--- config.mk ---
export PLATFORM = sky130hd
export DESIGN_NAME = pmp_region_decoder
export DESIGN_NICKNAME = d
export VERILOG_FILES = /design/src/rtl/pmp_region_decoder.sv
export SDC_FILE = /design/constraint.sdc
export NUM_CORES = 2
export LEC_CHECK = 0
export BUFFER_PORTS_ARGS = -buffer_cell sky130_fd_sc_hd__buf_2
export CELL_PAD_IN_SITES_DETAIL_PLACEMENT = 0
export CELL_PAD_IN_SITES_GLOBAL_PLACEMENT = 1
export CORE_UTILIZATION = 40
export CTS_CLUSTER_DIAMETER = 80
export DETAILED_ROUTE_END_ITERATION = 7
export PLACE_DENSITY_LB_ADDON = 0.1
export SLEW_MARGIN = 20
export SYNTH_ARGS = -nofsm -noshare
export SYNTH_HDL_FRONTEND = slang
export SYNTH_SLANG_ARGS = --single-unit
--- constraint.sdc ---
create_clock -name clk -period 3.22 [get_ports clk]
set_clock_uncertainty 0.15 [all_clocks]
set_input_delay 0.161 -clock clk [delete_from_list [all_inputs] [get_ports clk]]
set_output_delay 0.161 -clock clk [all_outputs]
set_load 0.01 [all_outputs]
--- src/rtl/pmp_region_decoder.sv ---
module pmp_region_decoder #(
  parameter int NUM_ENT = 8,
  parameter int PA_W = 34,
  localparam int RAW_W = PA_W - 2,
  localparam int IDX_W = (NUM_ENT > 1) ? $clog2(NUM_ENT) : 1,
  localparam int CNT_W = $clog2(NUM_ENT + 1)
) (
  input  logic                     clk,
  input  logic                     rst_n,
  input  logic                     wr_en,
  input  logic                     wr_sel_addr,
  input  logic [IDX_W-1:0]         wr_idx,
  input  logic [RAW_W-1:0]         wr_data,
  output logic [NUM_ENT*PA_W-1:0]  rgn_lo,
  output logic [NUM_ENT*PA_W-1:0]  rgn_hi,
  output logic [NUM_ENT-1:0]       rgn_en,
  output logic [CNT_W-1:0]         active_cnt
);

  localparam logic [1:0] MD_OFF   = 2'd0;
  localparam logic [1:0] MD_TOR   = 2'd1;
  localparam logic [1:0] MD_NA4   = 2'd2;
  localparam logic [1:0] MD_NAPOT = 2'd3;

  logic [1:0]       mode_q [NUM_ENT];
  logic [RAW_W-1:0] raw_q  [NUM_ENT];

  always_ff @(posedge clk or negedge rst_n) begin
    if (!rst_n) begin
      for (int k = 0; k < NUM_ENT; k++) begin
        mode_q[k] <= MD_OFF;
        raw_q[k]  <= '0;
      end
    end else if (wr_en && (int'(wr_idx) < NUM_ENT)) begin
      if (wr_sel_addr) raw_q[wr_idx]  <= wr_data;
      else             mode_q[wr_idx] <= wr_data[4:3];
    end
  end

  logic [PA_W-1:0] lo_d [NUM_ENT];
  logic [PA_W-1:0] hi_d [NUM_ENT];
  logic [NUM_ENT-1:0] en_d;

  for (genvar i = 0; i < NUM_ENT; i++) begin : g_ent
    logic [RAW_W-1:0] prev_raw;
    logic [RAW_W-1:0] ones_mask;
    logic [PA_W-1:0]  base_pa;

    if (i == 0) begin : g_first
      assign prev_raw = '0;
    end else begin : g_rest
      assign prev_raw = raw_q[i-1];
    end

    assign ones_mask = raw_q[i] ^ (raw_q[i] + RAW_W'(1));
    assign base_pa   = {raw_q[i], 2'b00};

    always_comb begin
      lo_d[i] = '0;
      hi_d[i] = '0;
      en_d[i] = 1'b0;
      unique case (mode_q[i])
        MD_TOR: if (raw_q[i] > prev_raw) begin
          lo_d[i] = {prev_raw, 2'b00};
          hi_d[i] = base_pa - PA_W'(1);
          en_d[i] = 1'b1;
        end
        MD_NA4: begin
          lo_d[i] = base_pa;
          hi_d[i] = base_pa + PA_W'(3);
          en_d[i] = 1'b1;
        end
        MD_NAPOT: begin
          lo_d[i] = {raw_q[i] & ~ones_mask, 2'b00};
          hi_d[i] = base_pa | {ones_mask, 2'b11};
          en_d[i] = 1'b1;
        end
        default: ;
      endcase
    end
  end

  logic [CNT_W-1:0] cnt_d;
  always_comb begin
    cnt_d = '0;
    for (int k = 0; k < NUM_ENT; k++)
      cnt_d = cnt_d + CNT_W'(mode_q[k] != MD_OFF);
  end

  always_ff @(posedge clk or negedge rst_n) begin
    if (!rst_n) begin
      rgn_lo     <= '0;
      rgn_hi     <= '0;
      rgn_en     <= '0;
      active_cnt <= '0;
    end else begin
      for (int k = 0; k < NUM_ENT; k++) begin
        rgn_lo[k*PA_W +: PA_W] <= lo_d[k];
        rgn_hi[k*PA_W +: PA_W] <= hi_d[k];
      end
      rgn_en     <= en_d;
      active_cnt <= cnt_d;
    end
  end

endmodule

## Yosys cells after proc, flatten, opt, wreduce, memory -nomap -nowiden

Index checks and enable logic that the tools add are counted.

| cells by class | value |
|---|---|
| add/subtract/negate cells | 31 |
| magnitude comparators | 10 |
| equal/unequal tests | 24 |
| mux-type cells | 53 |
| bitwise gates (word level) | 34 |
| reductions and logical operators | 19 |

Operators with widths:

| cell | number |
|---|---|
| 34-bit case mux with 3 select lines | 15 |
| 34-bit 2-to-1 mux | 15 |
| 34-bit by 2-bit adder with 34-bit output (second input constant) | 8 |
| 34-bit OR | 8 |
| 34-bit by 1-bit subtractor with 34-bit output (second input constant) | 8 |
| 32-bit by 1-bit adder with 32-bit output (second input constant) | 8 |
| 32-bit bitwise AND | 8 |
| 256-bit bitwise mux | 1 |
| 32-bit NOT | 8 |
| 32-bit XOR | 8 |
| 32-bit greater-than comparator | 7 |
| 32-bit demux with 3-bit select | 1 |
| 34-bit case mux with 2 select lines | 1 |
| 2-bit equality test (second input constant) | 16 |
| 32-bit by 1-bit greater-than comparator with 1-bit output (second input constant) | 1 |
| 32-bit 2-to-1 mux | 1 |
| 4-bit by 1-bit adder with 4-bit output | 4 |
| 16-bit bitwise mux | 1 |
| 2-bit by 1-bit equality test with 1-bit output (second input constant) | 8 |
| 1-bit case mux with 2 select lines | 8 |
| 2-bit nonzero test | 8 |
| 2-bit OR reduction | 8 |
| 1-bit 2-to-1 mux | 8 |
| 2-bit demux with 3-bit select | 1 |
| 10 further kinds | 11 |

| storage, ports and cells | value |
|---|---|
| bits in registers | 828 |
| bits of input ports | 39 |
| output and inout port bits | 556 |
| logic and storage cells | 191 |

## Longest topological paths before layout

| depth | value |
|---|---|
| depth in word-level cells | 8 |
| gate-level depth with buffers | 12 |

## Worst setup path after synthesis

Ideal clock, no wire load.

| timing | value |
|---|---|
| kind | register -> register |
| from | register mode_q[15] in the netlist's numbering |
| to | register active_cnt[2] |
| arrival | 3.157 ns |
| required time | 2.947 ns |
| slack | -0.209 ns |
| cell stages (with the launch flop) | 12 |
| period minus slack after synthesis | 3.429 ns |
| cells stage by stage | dfrtp_1 > clkbuf_1 > clkbuf_1 > nor2_1 > fa_1 > fa_1 > fa_1 > inv_1 > ha_1 > inv_1 > fa_1 > xnor2_1 |

| between the ends | value |
|---|---|
| longest elaborated chain between the ends | 8 |

Ends and longest elaborated chain:

| what | RTL line | RTL |
|---|---|---|
| from (decl) | 25 | `logic [1:0] mode_q [NUM_ENT];` |
| from (signal, indexed assignment) | 36 | `else mode_q[wr_idx] <= wr_data[4:3];` |
| 2-bit nonzero test | 87 | `cnt_d = cnt_d + CNT_W'(mode_q[k] != MD_OFF);` |
| 1-bit by 1-bit adder with 2-bit output | 87 |  |
| 2-bit by 1-bit adder with 3-bit output | 87 |  |
| 3-bit by 1-bit adder with 4-bit output | 87 |  |
| 4-bit by 1-bit adder with 4-bit output (4 in series) | 87 |  |
| named net cnt_d[2] | 83 | `logic [CNT_W-1:0] cnt_d;` |
| to (signal assigned) | 102 | `active_cnt <= cnt_d;` |
| to (decl) | 17 | `output logic [CNT_W-1:0] active_cnt` |

The timed path passes the listed nets, and every way through them passes these cells.
A chain may end at the register's enable or synchronous reset.

==> flow_summary.ini <==
[floorplan]
die_footprint_um2 = 109200
num_rows = 120
area_of_the_core_um2 = 107100
die_width_um = 330.4
i_o_pin_total = 595
starting_density_pct = 40.31
fp.dieH_um = 330.4

[logic_synthesis]
synth_top_flop_cell = dfrtp_1
ys_types = 90
synth.cell_area_um2 = 43150
postSynthAreaPerCell_um2 = 9.335
synth_edf_count = 0
register_bit_total_from_synthesis = 796
synth-warning-count = 0
syn-instance-count = 4622
async_flop_share_pct = 100.0
seq_total_area_yosys_pct = 46.16

[cells_and_area]
regArea_um2 = 19930
layout.core_utilization_pct = 52.17
n_fill_cell = 10124
multi_input_area_um2 = 21110
final_layout_size_suffix_gt1_share_pct = 28.22
layout_common_cells = dfrtp_1 (788), buf_4 (653), buf_2 (577), nand2_1 (527), o21ai_0 (477)
synthToLayoutAreaGrowth_pct = 29.44
fin_cells = 7186
nNetsFinal = 5998
final_common_cell = dfrtp_1

[grt]
grt_start_max_net_pins = 114
use_met1_pct = 46.70
grt_busiest_layer = met2
grt.overflow.total = 0
groute.layer.met2.usage_pct = 56.23
number_of_global_route_vias_before_repair = 39993
grt.met3_usage_pct = 5.001
globalRouteTotalUtil_pct = 34.84
grt_antenna_before_repair = 18
grt_first_pass_wirelength_um = 277000

[sta]
min_period_ps = 3166
final.period_utilization_pct = 98.32
setup_slack_ps = 53.96
hold_ws_ps = 376.3
worst_slew_pin_slew_ps = 830.5
fin_max_slew_vios = 0
finalSetupViolations = 0
remaining_max_slew_budget_at_the_tightest_pin_pct = 44.63
timing.fmax_ghz = 0.3159
final_hold_viol_count = 0
rsz_0062_raised_after_global_routing = no

[pwr]
leakage_nw = 26.21
vdd.ir_drop.worst_v = 0.0004257
power-per-cell-area_nw_per_um2 = 805.4
power.total_mw = 44.98

[clocking]
cts-htree-levels = 3
cts.path.max_buffers = 3
clkLatencyLatePin_ps = 690
clock_transition_at_the_register_clock_pins_on_the_worst_setup_and_hold_paths_after_cts_ps = 70
cts-buffers-inserted = 90
root_buffer = clkbuf_16
cts.sink_count = 796
cts_tree = yes

[detailed_routing]
detailedRoute.firstIterationViolations = 4512
via_per_inst = 5.845
total_drc_errors_in_the_routed_layout = 0
length_of_the_first_detailed_routing_pass_in_iterations = 6
avgRoutedWirePerCell_um = 26.87
detail-route-antenna-nets = 0
wl_um = 193100
routed-via-count = 42002

[placement]
gp_congestion = 0.9689
preCtsSetupSlack_ps = -74.49
dp.final_hpwl_um = 146100
numPlacedInstances = 6961
port_buffers = 578

[worst_setup_path]
cp_max_fo = 27
cp-end-kind = flop
cp.required_ps = 3600
timing.setup.critical_path_class = flop to flop
worst_ep_arrival_time_ps = 3540
startpoint_type = flop

[flow_run]
drv_cap = 0

[run_status]
outcome = completed

[hold_path]
worst_hold_path_type = input port to flop
-- power by group --
group	switching (mW)	total (mW)	internal [mW]
sequential	1.90	14.6	12.7
combinational	11.6	19.0	7.32
clock	4.61	11.4	6.82
total	18.1	45.0	26.8
-- final timing paths --
kind / slack, ps / from / cells past startpoint / endpoint
min reg2reg: 390 / g_ent[2].prev_raw[23] / 1 / g_ent[2].prev_raw[23]
min in group asynchronous: 510 / rst_n / 3 / rgn_hi[60]
max: 50 / g_ent[5].prev_raw[18] / 10 / rgn_hi[151]
min: 380 / wr_data[31] / 4 / g_ent[6].prev_raw[31]
max in group asynchronous: 960 / rst_n / 4 / rgn_hi[51]
max reg2reg: 50 / g_ent[5].prev_raw[18] / 10 / rgn_hi[151]
-- layer usage --
layer	share of wire, %	wire length, µm	vias to the layer above
li1	-	-	18981
met1	41	79850	20648
met2	47	89900	1993
met3	7.5	14410	374
met4	4.6	8917	6
met5	0.017	33	-
-- state kept, by name, indices dropped and copies added, names as in the netlist --
signal,count
rgn_hi,257
g_ent.prev_raw,224
g_ent.base_pa,32
rgn_en,7
active_cnt,4
mode_q,16
rgn_lo,256
-- cell usage after synthesis (15+ instances only) --
cell | count | area (µm²)
nor4_1 | 55 | 344.1
clkbuf_1 | 261 | 979.7
nand2b_1 | 19 | 118.9
mux2_2 | 106 | 1194
a21oi_1 | 226 | 1131
o22ai_1 | 37 | 231.5
nor3_1 | 123 | 615.6
and3_1 | 71 | 444.2
mux2i_1 | 25 | 250.2
buf_4 | 33 | 247.7
nand3_1 | 216 | 1081
o32ai_1 | 96 | 840.8
o31ai_1 | 42 | 315.3
and4_1 | 26 | 227.7
inv_1 | 240 | 900.9
a31oi_1 | 38 | 237.7
o2bb2ai_1 | 15 | 131.4
a21o_1 | 46 | 345.3
nand2_1 | 528 | 1982
xnor2_1 | 62 | 543.0
or3_1 | 54 | 337.8
or4_1 | 22 | 165.2
nand4_1 | 116 | 725.7
a32o_1 | 27 | 270.3
and2_1 | 16 | 100.1
o311ai_0 | 15 | 131.4
ha_1 | 257 | 3216
dfrtp_1 | 796 | 19920
nor2_1 | 222 | 833.3
o21ai_0 | 481 | 2407
buf_2 | 24 | 120.1
o211ai_1 | 49 | 367.9
-- cell type report --
cell class,count,area share (%)
diodes,11,0.04929
clock buffers,110,4.532
clock inverters,56,1.331
inverters,254,1.709
multi-input cells,3253,37.80
flip-flops and latches,796,35.68
well taps,1403,3.143
repair buffers,1303,15.75
-- worst max-delay path, stage by stage, from the launching register on --
cell,delay (ps)
dfrtp_1,390
buf_4,160
ha_1,290
nand4_1,170
or4_4,610
o211ai_1,310
a21oi_1,110
or2_4,290
buf_12,170
o21ai_1,190
nand3_1,180
-- cells by family after synthesis --
logic type / Yosys count / synth area share [%]
buffers and inverters: 588 / 5.510
multiplexers: 131 / 3.346
XOR/XNOR: 62 / 1.259
other: 1 / 0.008691
AND/OR/NAND/NOR: 1555 / 18.12
flip-flops: 796 / 46.16
adder cells (fa/ha/maj): 261 / 7.638
AO/OA/AOI/OAI: 1228 / 17.95
-- through the flow --
| step | instance area [µm²] | setup TNS (ps) |
|---|---|---|
| global route | 55830 | 0 |
| floorplan | 43220 | 0 |
| CTS | 55720 | 0 |
| detailed placement | 51990 | -432.0 |
| global placement | 51990 | -215.1 |
| finish | 55850 | 0 |
-- what timing repair did --
action | 4_1_cts | 5_1_grt
setup endpoints to repair | 28 | 70
hold buffers | 44 | 0
endpoints found under the hold margin | 701 | 0
resized for setup | 8 | 21
buffers inserted | 0 | 4
pin swaps | 2 | 4
No activity file was read; power rests on OpenSTA's default activity.
